==> config.mk <==
export PLATFORM = sky130hd
export DESIGN_NAME = fsl_freq_select
export DESIGN_NICKNAME = d
export VERILOG_FILES = /design/src/rtl/fsl_pkg.sv /design/src/rtl/fsl_strobe_capture.sv /design/src/rtl/fsl_quiet_timer.sv /design/src/rtl/fsl_setting_table.sv /design/src/rtl/fsl_freq_select.sv
export SDC_FILE = /design/constraint.sdc
export NUM_CORES = 1
export LEC_CHECK = 0
export ABC_AREA = 1
export ABC_CLOCK_PERIOD_IN_PS = 3100
export BUFFER_PORTS_ARGS = -buffer_cell sky130_fd_sc_hd__buf_2
export CAP_MARGIN = 0
export CORE_UTILIZATION = 60
export CTS_BUF_LIST = sky130_fd_sc_hd__clkbuf_4 sky130_fd_sc_hd__clkbuf_8 sky130_fd_sc_hd__clkbuf_16
export DETAILED_ROUTE_END_ITERATION = 8
export PLACE_DENSITY = 0.82
export SYNTH_ARGS = -nofsm -noshare
export SYNTH_HDL_FRONTEND = slang
export SYNTH_SLANG_ARGS = --single-unit
export TNS_END_PERCENT = 100
==> constraint.sdc <==
create_clock -name clk -period 3.1 [get_ports clk]
set_input_delay 0.93 -clock clk [delete_from_list [all_inputs] [get_ports clk]]
set_output_delay 0.93 -clock clk [all_outputs]
set_load 0.03 [all_outputs]
==> src/rtl/fsl_pkg.sv <==
package fsl_pkg;

  localparam int FB_W = 8;
  localparam int PD_W = 2;
  localparam int FULL_W = FB_W + PD_W + 1;

  typedef enum logic [1:0] {
    STB_RISE = 2'd0,
    STB_FALL = 2'd1,
    STB_HIGH = 2'd2,
    STB_LOW  = 2'd3
  } strobe_mode_e;

  // Reset contents of one table entry, packed as {ext, post, feedback}.
  function automatic logic [FULL_W-1:0] entry_default(input bit pix, input int unsigned idx);
    logic [FB_W-1:0] fb;
    logic [PD_W-1:0] pd;
    logic            ext;
    if (pix) begin
      fb  = FB_W'((idx * 16 + 3) % 256);
      pd  = PD_W'(idx % 4);
      ext = (idx == 15);
    end else begin
      fb  = FB_W'((idx * 64 + 9) % 256);
      pd  = PD_W'((3 - (idx % 4)) % 4);
      ext = 1'b0;
    end
    return {ext, pd, fb};
  endfunction

endpackage

==> src/rtl/fsl_strobe_capture.sv <==
module fsl_strobe_capture #(
  parameter int                   SEL_W = 4,
  parameter fsl_pkg::strobe_mode_e MODE = fsl_pkg::STB_RISE
) (
  input  logic             clk,
  input  logic             rst_n,
  input  logic             strobe,
  input  logic [SEL_W-1:0] sel_in,
  output logic             wr_event,
  output logic [SEL_W-1:0] held_sel
);

  generate
    if (MODE == fsl_pkg::STB_RISE || MODE == fsl_pkg::STB_FALL) begin : g_edge
      logic strobe_q;
      always_ff @(posedge clk or negedge rst_n) begin
        if (!rst_n) strobe_q <= 1'b0;
        else        strobe_q <= strobe;
      end
      if (MODE == fsl_pkg::STB_RISE) begin : g_rise
        assign wr_event = strobe & ~strobe_q;
      end else begin : g_fall
        assign wr_event = ~strobe & strobe_q;
      end
    end else if (MODE == fsl_pkg::STB_HIGH) begin : g_high
      assign wr_event = strobe;
    end else begin : g_low
      assign wr_event = ~strobe;
    end
  endgenerate

  always_ff @(posedge clk or negedge rst_n) begin
    if (!rst_n)        held_sel <= '0;
    else if (wr_event) held_sel <= sel_in;
  end

endmodule

==> src/rtl/fsl_quiet_timer.sv <==
module fsl_quiet_timer #(
  parameter int QUIET_CYCLES = 5_000_000
) (
  input  logic clk,
  input  logic rst_n,
  input  logic wr_event,
  output logic commit
);

  localparam int CNT_W = $clog2(QUIET_CYCLES + 1);

  logic [CNT_W-1:0] cnt_q;
  logic             pending_q;

  assign commit = pending_q & ~wr_event & (cnt_q == CNT_W'(1));

  always_ff @(posedge clk or negedge rst_n) begin
    if (!rst_n) begin
      cnt_q     <= '0;
      pending_q <= 1'b0;
    end else if (wr_event) begin
      cnt_q     <= CNT_W'(QUIET_CYCLES);
      pending_q <= 1'b1;
    end else if (pending_q) begin
      cnt_q <= cnt_q - CNT_W'(1);
      if (cnt_q == CNT_W'(1)) pending_q <= 1'b0;
    end
  end

endmodule

==> src/rtl/fsl_setting_table.sv <==
module fsl_setting_table #(
  parameter int DEPTH    = 16,
  parameter int AW       = 4,
  parameter int DATA_W   = 11,
  parameter bit PIX_KIND = 1'b1
) (
  input  logic              clk,
  input  logic              rst_n,
  input  logic              wr_en,
  input  logic [AW-1:0]     wr_addr,
  input  logic [DATA_W-1:0] wr_data,
  input  logic [AW-1:0]     rd_addr,
  output logic [DATA_W-1:0] rd_data
);

  logic [DATA_W-1:0] ent [DEPTH];

  generate
    for (genvar i = 0; i < DEPTH; i++) begin : g_ent
      localparam logic [fsl_pkg::FULL_W-1:0] DEF_FULL = fsl_pkg::entry_default(PIX_KIND, i);
      always_ff @(posedge clk or negedge rst_n) begin
        if (!rst_n)                          ent[i] <= DEF_FULL[DATA_W-1:0];
        else if (wr_en && wr_addr == AW'(i)) ent[i] <= wr_data;
      end
    end
  endgenerate

  assign rd_data = ent[rd_addr];

endmodule

==> src/rtl/fsl_freq_select.sv <==
module fsl_freq_select #(
  parameter int                    SEL_W        = 4,
  parameter int                    MSEL_W       = 2,
  parameter fsl_pkg::strobe_mode_e STROBE_MODE  = fsl_pkg::STB_RISE,
  parameter int                    QUIET_CYCLES = 5_000_000,
  parameter int                    RESET_SEL    = 0
) (
  input  logic              clk,
  input  logic              rst_n,
  input  logic              strobe,
  input  logic [SEL_W-1:0]  fs_sel,
  input  logic [MSEL_W-1:0] ms_sel,
  input  logic              pll_vclk_in,
  input  logic              ext_freq_in,
  input  logic              prog_valid,
  output logic              prog_ready,
  input  logic              prog_is_mclk,
  input  logic [SEL_W-1:0]  prog_addr,
  input  logic [7:0]        prog_fb,
  input  logic [1:0]        prog_pd,
  input  logic              prog_ext,
  output logic [SEL_W-1:0]  pix_index,
  output logic [7:0]        pix_fb,
  output logic [1:0]        pix_pd,
  output logic              pix_use_ext,
  output logic              vclk_out,
  output logic [7:0]        mem_fb,
  output logic [1:0]        mem_pd
);

  localparam int PIX_DEPTH = 1 << SEL_W;
  localparam int MEM_DEPTH = 1 << MSEL_W;
  localparam int PIX_W     = fsl_pkg::FULL_W;
  localparam int MEM_W     = fsl_pkg::FB_W + fsl_pkg::PD_W;

  logic             wr_event;
  logic [SEL_W-1:0] held_sel;
  logic             commit;
  logic [SEL_W-1:0] active_q;
  logic             pix_wr;
  logic             mem_wr;
  logic [PIX_W-1:0] pix_rd;
  logic [MEM_W-1:0] mem_rd;

  fsl_strobe_capture #(.SEL_W(SEL_W), .MODE(STROBE_MODE)) u_cap (
    .clk(clk), .rst_n(rst_n), .strobe(strobe), .sel_in(fs_sel),
    .wr_event(wr_event), .held_sel(held_sel)
  );

  fsl_quiet_timer #(.QUIET_CYCLES(QUIET_CYCLES)) u_quiet (
    .clk(clk), .rst_n(rst_n), .wr_event(wr_event), .commit(commit)
  );

  always_ff @(posedge clk or negedge rst_n) begin
    if (!rst_n)      active_q <= SEL_W'(RESET_SEL);
    else if (commit) active_q <= held_sel;
  end

  assign prog_ready = 1'b1;
  assign pix_wr = prog_valid & ~prog_is_mclk;
  assign mem_wr = prog_valid & prog_is_mclk & (prog_addr[SEL_W-1:MSEL_W] == '0);

  fsl_setting_table #(.DEPTH(PIX_DEPTH), .AW(SEL_W), .DATA_W(PIX_W), .PIX_KIND(1'b1)) u_pix_tab (
    .clk(clk), .rst_n(rst_n), .wr_en(pix_wr), .wr_addr(prog_addr),
    .wr_data({prog_ext, prog_pd, prog_fb}), .rd_addr(active_q), .rd_data(pix_rd)
  );

  fsl_setting_table #(.DEPTH(MEM_DEPTH), .AW(MSEL_W), .DATA_W(MEM_W), .PIX_KIND(1'b0)) u_mem_tab (
    .clk(clk), .rst_n(rst_n), .wr_en(mem_wr), .wr_addr(prog_addr[MSEL_W-1:0]),
    .wr_data({prog_pd, prog_fb}), .rd_addr(ms_sel), .rd_data(mem_rd)
  );

  assign pix_index   = active_q;
  assign pix_fb      = pix_rd[7:0];
  assign pix_pd      = pix_rd[9:8];
  assign pix_use_ext = pix_rd[10];
  assign vclk_out    = pix_use_ext ? ext_freq_in : pll_vclk_in;
  assign mem_fb      = mem_rd[7:0];
  assign mem_pd      = mem_rd[9:8];

endmodule

# --- Word-level counts from Yosys, hierarchy flattened ---
# Index checks and enable logic that the tools add are counted.
# W data, S select, Z words.
classes:
  n_bitwise: 11
  mul: 0
  n_addsub: 1
  div_mod_pow: 0
  shifts: 0
  mux: 12
  n_reduce_logical: 24
  magnitude_cmp: 2
  n_eq_ne: 19
ops:
  columns: ["op", "count"]
  rows:
  - ["$mux W23", 2]
  - ["$bmux W11 S4", 1]
  - ["$eq A4 B4 Y1 const B", 8]
  - ["$eq A23 B1 Y1 const B", 1]
  - ["$sub A23 B1 Y23 const B", 1]
  - ["$mux W11", 2]
  - ["$bmux W10 S2", 1]
  - ["$logic_and A1 B1 Y1", 20]
  - ["$mux W10", 2]
  - ["$eq A4 B3 Y1 const B", 4]
  - ["$eq A4 B2 Y1 const B", 2]
  - ["$and A1 B1 Y1", 6]
  - ["$ge A5 B5 Y1 const B", 1]
  - ["$not A4 Y5", 1]
  - ["$eq A2 B2 Y1 const B", 2]
  - ["$eq A4 B1 Y1 const B", 1]
  - ["$logic_not A2 Y1", 2]
  - ["$logic_not A4 Y1", 1]
  - ["$mux W1", 4]
  - ["$ge A3 B3 Y1 const B", 1]
  - ["$not A1 Y1", 3]
  - ["$not A2 Y3", 1]
  - ["$eq A2 B1 Y1 const B", 1]
  - ["$reduce_bool A2 Y1", 1]
totals:
  register_bits: 249
  output_inout_bits: 27
  word_cells: 94
  in_bits: 28
  rom_bits: 0
  memories: 0
  latch_bits: 0
  ram_bits: 0

# --- Depth between registers and ports, before layout ---
# Gate-level depths: netlist of run 1.
depth:
  word_depth: 5
  depth_mapped: 10
  mapped_depth_nobuf: 10

# --- Cells and area by module ---
# A second synthesis of run 1 with hierarchy kept.
unflattened:
  hier_cells: 1697
  hier_area_um2: 12719.7
modules_own_cells:
  columns: ["mod", "seq_area_each_um2", "area_per_inst_um2", "n_inst", "cells_per_inst"]
  rows:
  - ["fsl_setting_table (u_pix_tab)", 4505.6, 8683.3, 1, 1145]
  - ["fsl_setting_table (u_mem_tab)", 1021.0, 2113.3, 1, 295]
  - ["fsl_quiet_timer", 600.6, 1532.7, 1, 207]
  - ["fsl_freq_select", 100.1, 201.4, 1, 30]
  - ["fsl_strobe_capture", 125.1, 188.9, 1, 20]

# --- Worst setup path after synthesis of run 1 ---
# No wires, ideal clock.
synth_timing:
  path_type: "input to output"
  start: "in ms_sel[0]"
  end: "out mem_fb[0]"
  required_time_ns: 2.170
  path_slack_ns: 0.348
  n_path_buf: 1
  path_stages: 4
  t_arrival_ns: 1.822
  cell_sequence: "inv_1 > clkbuf_1 > nor2_1 > o22ai_1"
synth_between:
  elab_chain_cells: 4
synth_lines:
  columns: ["element", "line", "text"]
  rows:
  - ["start, declared", "fsl_freq_select.sv:12", "input logic [MSEL_W-1:0] ms_sel,"]
  - ["$not A2 Y3 (not written as such)", "fsl_setting_table.sv:28", "assign rd_data = ent[rd_addr];"]
  - ["$bmux W10 S2", "fsl_setting_table.sv:28", null]
  - ["$mux W10 (not written as such) (2 in a row)", "fsl_setting_table.sv:28", null]
  - ["end, declared", "fsl_freq_select.sv:27", "output logic [7:0] mem_fb,"]
# Every way passes these cells. The select of a mux whose other input is x is not followed.

# --- Worst setup path in the final report of run 1 ---
layout_timing:
  start: "reg active_q[0] (netlist: pix_index[0])"
  end: "out pix_fb[5]"
layout_between:
  elab_chain_cells: 4
layout_lines:
  columns: ["element", "line", "text"]
  rows:
  - ["start, declared", "fsl_freq_select.sv:39", "logic [SEL_W-1:0] active_q;"]
  - ["start signal, assigned", "fsl_freq_select.sv:55", "if (!rst_n) active_q <= SEL_W'(RESET_SEL);"]
  - ["start signal, assigned", "fsl_freq_select.sv:56", "else if (commit) active_q <= held_sel;"]
  - ["$not A4 Y5 (not written as such)", "fsl_setting_table.sv:28", null]
  - ["$bmux W11 S4", "fsl_setting_table.sv:28", null]
  - ["$mux W11 (not written as such) (2 in a row)", "fsl_setting_table.sv:28", null]
  - ["end, declared", "fsl_freq_select.sv:23", "output logic [7:0] pix_fb,"]
# Every way passes these cells. The select of a mux whose other input is x is not followed.

==> impl_metrics.json, run 1 <==
{
  "grt_antenna_before_repair": 0,
  "endpoint_kind": "output pin",
  "ys_types": 30,
  "slew_violations": 0,
  "clock_latency_ns": 0.55,
  "synthTopCellsByArea": "dfrtp_1, dfstp_2, nand2_1",
  "relSlewSlack_pct": 45.2,
  "grt_overflow": 0,
  "post_dp_cell_area_mm2": 0.0119,
  "hpwl_mm": 17.5,
  "drt_wl_total_mm": 30.4,
  "area_growth_pct": 14.2,
  "core_mm2": 0.0188,
  "wire_per_inst_um": 18.2,
  "reg2reg_setup_slack_ns": 1.45,
  "grt_pass1_vias": 9205,
  "status": "finished with violations",
  "grt_use_total_pct": 30.6,
  "power_density_mw_per_mm2": 666,
  "synth_edf_count": 0,
  "cts_tree": "done",
  "rr_endpoint": "u_quiet.cnt_q[20]$_DFFE_PN0P_",
  "crit_slowest_cell": "dfrtp_2",
  "fin_ws_ns": -0.151,
  "worst_pin_slew_ns": 0.821,
  "start_util_pct": 61.5,
  "finalPower_w": 0.00877,
  "dieArea_mm2": 0.0198,
  "crit_type": "flop to output pin",
  "post-route-util_pct": 70.2,
  "regArea_mm2": 0.00635,
  "synth_area_per_cell_um2": 8.26,
  "crit_path_start_kind": "flop",
  "root_buffer": "clkbuf_16",
  "synth_ff_type": "dfrtp_1",
  "min_period_ns": 3.25,
  "multi_input_area_mm2": 0.00451,
  "synthesis.area_mm2": 0.0115,
  "seq_area_frac_synth_pct": 55.0,
  "synthArstFlopShare_pct": 100,
  "fmax_mhz": 308,
  "route.detailed.drc": 0,
  "synth_warnings": 0,
  "syn_inst": 1397,
  "synth.top_cell.area_share_pct": 33.0,
  "cts-hold-fix-buffers": 0,
  "regToRegStartpoint": "u_quiet.cnt_q[0]$_DFFE_PN0P_",
  "maxCapViolCount": 0,
  "max_stage_delay_ns": 0.51,
  "cts_sinks": 249,
  "dpl.cell_count": 1607,
  "critPathTopFamily": "buffers and inverters",
  "cts.path.max_buffers": 3,
  "setup_viol": 11,
  "rows": 50,
  "rr_worst_depth": 10,
  "grt_max_degree": 79,
  "yosys.area.top_type": "dfrtp_1",
  "period_share_pct": 105,
  "ant_nets": 0,
  "critPathArrivalTime_ns": 2.32,
  "final_area_mm2": 0.0132,
  "io_buffers": 53,
  "layout-drive-gt1-share_pct": 18.9,
  "dieHeight_um": 141,
  "clk_pin_slew_worst_paths_ns": 0.06,
  "grt_first_pass_wirelength_mm": 48.2,
  "first_pass_iters": 5,
  "crit_buf_inv": 4,
  "crit_chain": "inv_8 -> buf_12 -> clkbuf_16 -> nor2_2 -> o211ai_1 -> nand3_1 -> nand2_2 -> buf_6",
  "yosysMostFrequentCell": "nand2_1",
  "p_leak_nw": 5.97,
  "layout.cells.non_filler": 1666,
  "timing_hold_violations_final": 0,
  "syn_nets": 1427,
  "diodes": 0,
  "hp-class": "input port to async pin",
  "worstPathRequired_ns": 2.17,
  "io_pins": 55,
  "failed_checks": "negative setup slack",
  "ys_top_cells_by_count": "nand2_1, o21ai_0, nor2_1",
  "finClkSkew_ns": 0.00943,
  "numCtsBuffers": 26,
  "worstPathMaxFanout": 7,
  "vias": 9927,
  "fillCellCount": 1402,
  "viasPerCell": 5.96,
  "drt-initial-drc-count": 1150,
  "die_x_um": 141,
  "ir_drop_mv": 0.475,
  "gp_congestion": 0.817,
  "synth-seq-cells": 249,
  "fin_nets": 1442,
  "htree_levels": 1,
  "rsz0062_at_grt": "true"
}
-- kinds of logic (layout without fill, tap and decap cells) --
logic type                 count (synthesis)  after routing  share of synthesized area, %
and+or+nand+nor                          586            586                          20.4
other                                      1              1                        0.0325
buffers and inverters                    169            204                          6.29
DFF                                      249            249                          55.0
xor gates and xnor gates                   1              1                        0.0759
AOI/OAI and AO/OA                        389            389                          17.9
adders and majority gates                  2              2                         0.217
-- cells in the final DEF, fill, tap and decap left out, types with 3 or more instances in the layout --
master and count:
a21oi_1 10, buf_12 6, buf_16 5, buf_2 40, buf_4 23, buf_6 10, clkbuf_16 31, clkbuf_4 9
clkbuf_8 7, clkinv_2 5, dfrtp_1 150, dfstp_2 97, inv_1 61, inv_2 3, nand2_1 330, nand2_2 7
nand3_1 49, nand4_1 6, nor2_1 170, nor2_2 11, nor2_4 5, nor3_1 3, o211ai_1 41, o21ai_0 236
o21ai_1 89, o22ai_1 10
-- report_power, final --
group	internal (W)	total (W)	switching, W
clock network	0.00187	0.00316	0.00129
registers	0.00400	0.00435	0.000348
logic	0.000469	0.00126	0.000795
total	0.00634	0.00877	0.00243
-- registers in the layout (all words and copies together), names as in the netlist --
| register | count |
|---|---|
| u_quiet.cnt_q | 23 |
| u_quiet.pending_q | 1 |
| u_pix_tab.ent | 176 |
| pix_index | 4 |
| u_mem_tab.ent | 40 |
| u_cap.g_edge.strobe_q | 1 |
| u_cap.held_sel | 4 |
-- layer usage --
layer	part of all wire [%]	global-route usage, %	routed length, um	vias to the layer above
met2	47	48.5	14200	477
li1	-	-	-	4627
met5	0	0	0	-
met4	2.7	9.61	808	0
met3	7.9	4.99	2380	63
met1	43	43.4	13000	4760
-- area by class of cell --
| type | instances | area share (%) |
|---|---|---|
| clock buffers | 41 | 6.12 |
| clock inverters | 7 | 0.541 |
| inverters | 65 | 1.91 |
| multi-input cells | 979 | 34.2 |
| flip-flops and latches | 249 | 48.2 |
| well taps | 234 | 2.22 |
| repair buffers | 91 | 6.76 |
-- timing repair --
item                       4_1_cts  5_1_grt
gates cloned                     3        5
gates resized for setup         19       43
setup endpoints to repair        9       12
buffers inserted                 0        3
pin swaps                        6       24
-- worst max-delay path by stage --
stage / from / endpoint / cells past startpoint
3_5_place_dp: ms_sel[0] / mem_fb[6] / 5
6_report: pix_index[0]$_DFFE_PN0P_ / pix_fb[5] / 8
3_3_place_gp: ms_sel[0] / mem_fb[4] / 5
2_1_floorplan: ms_sel[0] / mem_fb[0] / 4
4_1_cts: pix_index[0]$_DFFE_PN0P_ / pix_pd[0] / 9
5_1_grt: pix_index[0]$_DFFE_PN0P_ / pix_fb[0] / 10
-- per-stage QoR --
step | setup TNS [ns] | hold WS, ns | worst slack [ns]
after floorplan | 0 | 0.437 | 0.348
after global placement | 0 | 0.455 | 0.276
after detailed placement | 0 | 0.458 | 0.202
after CTS | -0.329 | 0.403 | -0.0594
after global routing | -1.44 | 0.434 | -0.186
final | -0.829 | 0.389 | -0.151
Note: power is estimated with default switching activity, not from simulation.
==> run 2, diff against run 1 <==
CORE_UTILIZATION = 30   (was 60)
PLACE_DENSITY = 0.49   (was 0.82)
SETUP_SLACK_MARGIN = 0.5   (was unset)
==> run 2 against run 1 <==
  * Sequential power barely moved
  * First-iteration DRC count decreased by 31%
  * Cell area up 13%
  * Worst setup slack improved by 0.055 ns
  * Total power increased by 6.0%
  * Non-clock buffer count increased by 44
  * Count of clock-buffer cells in the layout is 5 higher
  * Via count decreased by 2.3%
  * Sequential share of layout area is 5.5 points lower
  * The flow still finishes with violations (negative setup slack)
==> impl_metrics.json, run 2 (synthesis results as in run 1) <==
{
  "grt_overflow": 0,
  "ir_drop_mv": 0.435,
  "rsz0062_at_grt": "true",
  "ant_nets": 0,
  "fin_ws_ns": -0.0967,
  "maxCapViolCount": 0,
  "layout_commonest_cell": "nand2_1",
  "top_regs": "u_pix_tab.ent (176), u_mem_tab.ent (40), u_quiet.cnt_q (23)",
  "gp_congestion": 0.787,
  "cts_sinks": 249,
  "cts.path.max_buffers": 3,
  "core_mm2": 0.0378,
  "fmax_mhz": 313,
  "crit_path_start_kind": "flop",
  "endpoint_kind": "output pin",
  "reg2reg_setup_slack_ns": 1.54,
  "grt_pass1_vias": 9523,
  "fin_nets": 1491,
  "rr_endpoint": "pix_index[3]$_DFFE_PN0P_",
  "failed_checks": "negative setup slack",
  "rr_worst_depth": 8,
  "slew_violations": 0,
  "area_growth_pct": 28.9,
  "crit_buf_inv": 3,
  "regMostFlops": "u_pix_tab.ent",
  "io_buffers": 53,
  "crit_type": "flop to output pin",
  "grt_antenna_before_repair": 0,
  "regToRegStartpoint": "u_quiet.cnt_q[15]$_DFFE_PN0P_",
  "root_buffer": "clkbuf_16",
  "crit_start": "pix_index[0]$_DFFE_PN0P_",
  "power_density_mw_per_mm2": 625,
  "numCtsBuffers": 30,
  "io_pins": 55,
  "htree_levels": 1,
  "dieHeight_um": 198,
  "viasPerCell": 4.86,
  "timing_hold_violations_final": 0,
  "p_leak_nw": 6.52,
  "crit_slowest_cell": "dfrtp_2",
  "critPathTopFamily": "flip-flops",
  "setup_viol": 10,
  "wire_per_inst_um": 17.9,
  "status": "finished with violations",
  "clock_latency_ns": 0.58,
  "die_x_um": 198,
  "dieArea_mm2": 0.0393,
  "rows": 71,
  "crit_chain": "inv_8 -> buf_8 -> nor2_1 -> o211ai_1 -> nand3_1 -> nand2_2 -> buf_6",
  "worst_pin_slew_ns": 0.822,
  "drt_wl_total_mm": 35.8,
  "route.detailed.drc": 0,
  "first_pass_iters": 5,
  "setup_tns_ns": -0.354,
  "start_util_pct": 30.6,
  "worstPathRequired_ns": 2.17,
  "finClkSkew_ns": 0.00596,
  "cts-hold-fix-buffers": 0,
  "largest_reg_flops": 176,
  "post-place-ws_ns": 0.259,
  "hp-class": "input port to async pin",
  "min_period_ns": 3.20,
  "critPathArrivalTime_ns": 2.27,
  "grt_max_degree": 79,
  "grt_use_total_pct": 18.4,
  "drt-initial-drc-count": 789,
  "relSlewSlack_pct": 45.1,
  "diodes": 0,
  "cts_tree": "done",
  "hpwl_mm": 20.8,
  "clk_pin_slew_worst_paths_ns": 0.06,
  "grt_first_pass_wirelength_mm": 55.8,
  "layout-drive-gt1-share_pct": 27.3,
  "period_share_pct": 103,
  "max_stage_delay_ns": 0.47,
  "worstPathMaxFanout": 8,
  "final_cell_mix": "nand2_1, o21ai_0, nor2_1",
  "vias": 9694
}
==> run 2: cell types whose count changed in the layout (fill, tap and decap cells not counted), moves of 10 or more <==
cell     change
nand3_2     +12
o21ai_0     -34
o21ai_1     +10
o22ai_1     -10
nand2_2     +10
nor2_4      +14
buf_6       +24
nand2_1     -15
nor2_1      -15
buf_2       -12
o21ai_2     +21
buf_4       +13
nand3_1     -16
==> run 2: report_power, final <==
group / leakage, nW / switching (W) / internal (W)
Combinational: 3.06 / 0.000847 / 0.000578
Clock: 0.509 / 0.00141 / 0.00208
Sequential: 2.95 / 0.000383 / 0.00400
==> run 2: worst max-delay path by stage <==
stage | endpoint | slack, ns | cells after the start
after floorplan | mem_fb[0] | 0.50 | 4
after global placement | mem_fb[7] | 0.30 | 5
after detailed placement | mem_fb[5] | 0.26 | 5
after CTS | vclk_out | -0.06 | 11
after global routing | pix_fb[7] | -0.16 | 10
final | pix_fb[5] | -0.1 | 7
==> run 2: worst register-to-register path, cell delays in order (launching register included) <==
cell      delay (ns)
dfrtp_1         0.41
nor2_1          0.24
nand2_1         0.12
nor2_1          0.11
nand3b_1        0.12
nor2_4          0.16
nand2_1         0.15
nand2_1         0.09
nand2_1         0.05
==> run 2: layout make-up <==
cell class,instances,area [um2]
Timing Repair Buffer,135,1640
Sequential cell,249,6360
Fill cell,3796,22900
Inverter,65,267
Multi-Input combinational cell,979,4970
Clock inverter,10,86.3
Tap cell,511,639
Clock buffer,46,902
Timing Repair inverter,1,7.51
==> run 2: per-layer routing <==
layer  global-route usage, %  share of wire [%]  up-vias
li1                        -                  -     4743
met1                    26.1                 48     4716
met2                    29.3                 46      187
met3                    2.83                4.2       48
met4                    4.36                1.9        0
met5                       0                  0        -
==> run 2: per-stage QoR <==
step                      util, %  std cells  hold slack [ns]  area [um2]  total power, W
after global routing         39.4       1996            0.375       14900         0.00978
after detailed placement     33.0       1899            0.461       12400         0.00563
final                        39.4       1996            0.308       14900         0.00930
after floorplan                 -       1397            0.437       11600         0.00515
after global placement       33.0       1899            0.457       12400         0.00559
after CTS                    38.4       1988            0.355       14500         0.00934
==> run 2: repair_timing <==
action / 4_1_cts / 5_1_grt
setup endpoints to repair: 23 / 22
resized for setup: 192 / 67
pin swaps: 43 / 38
setup buffers: 20 / 2
cloned: 13 / 6
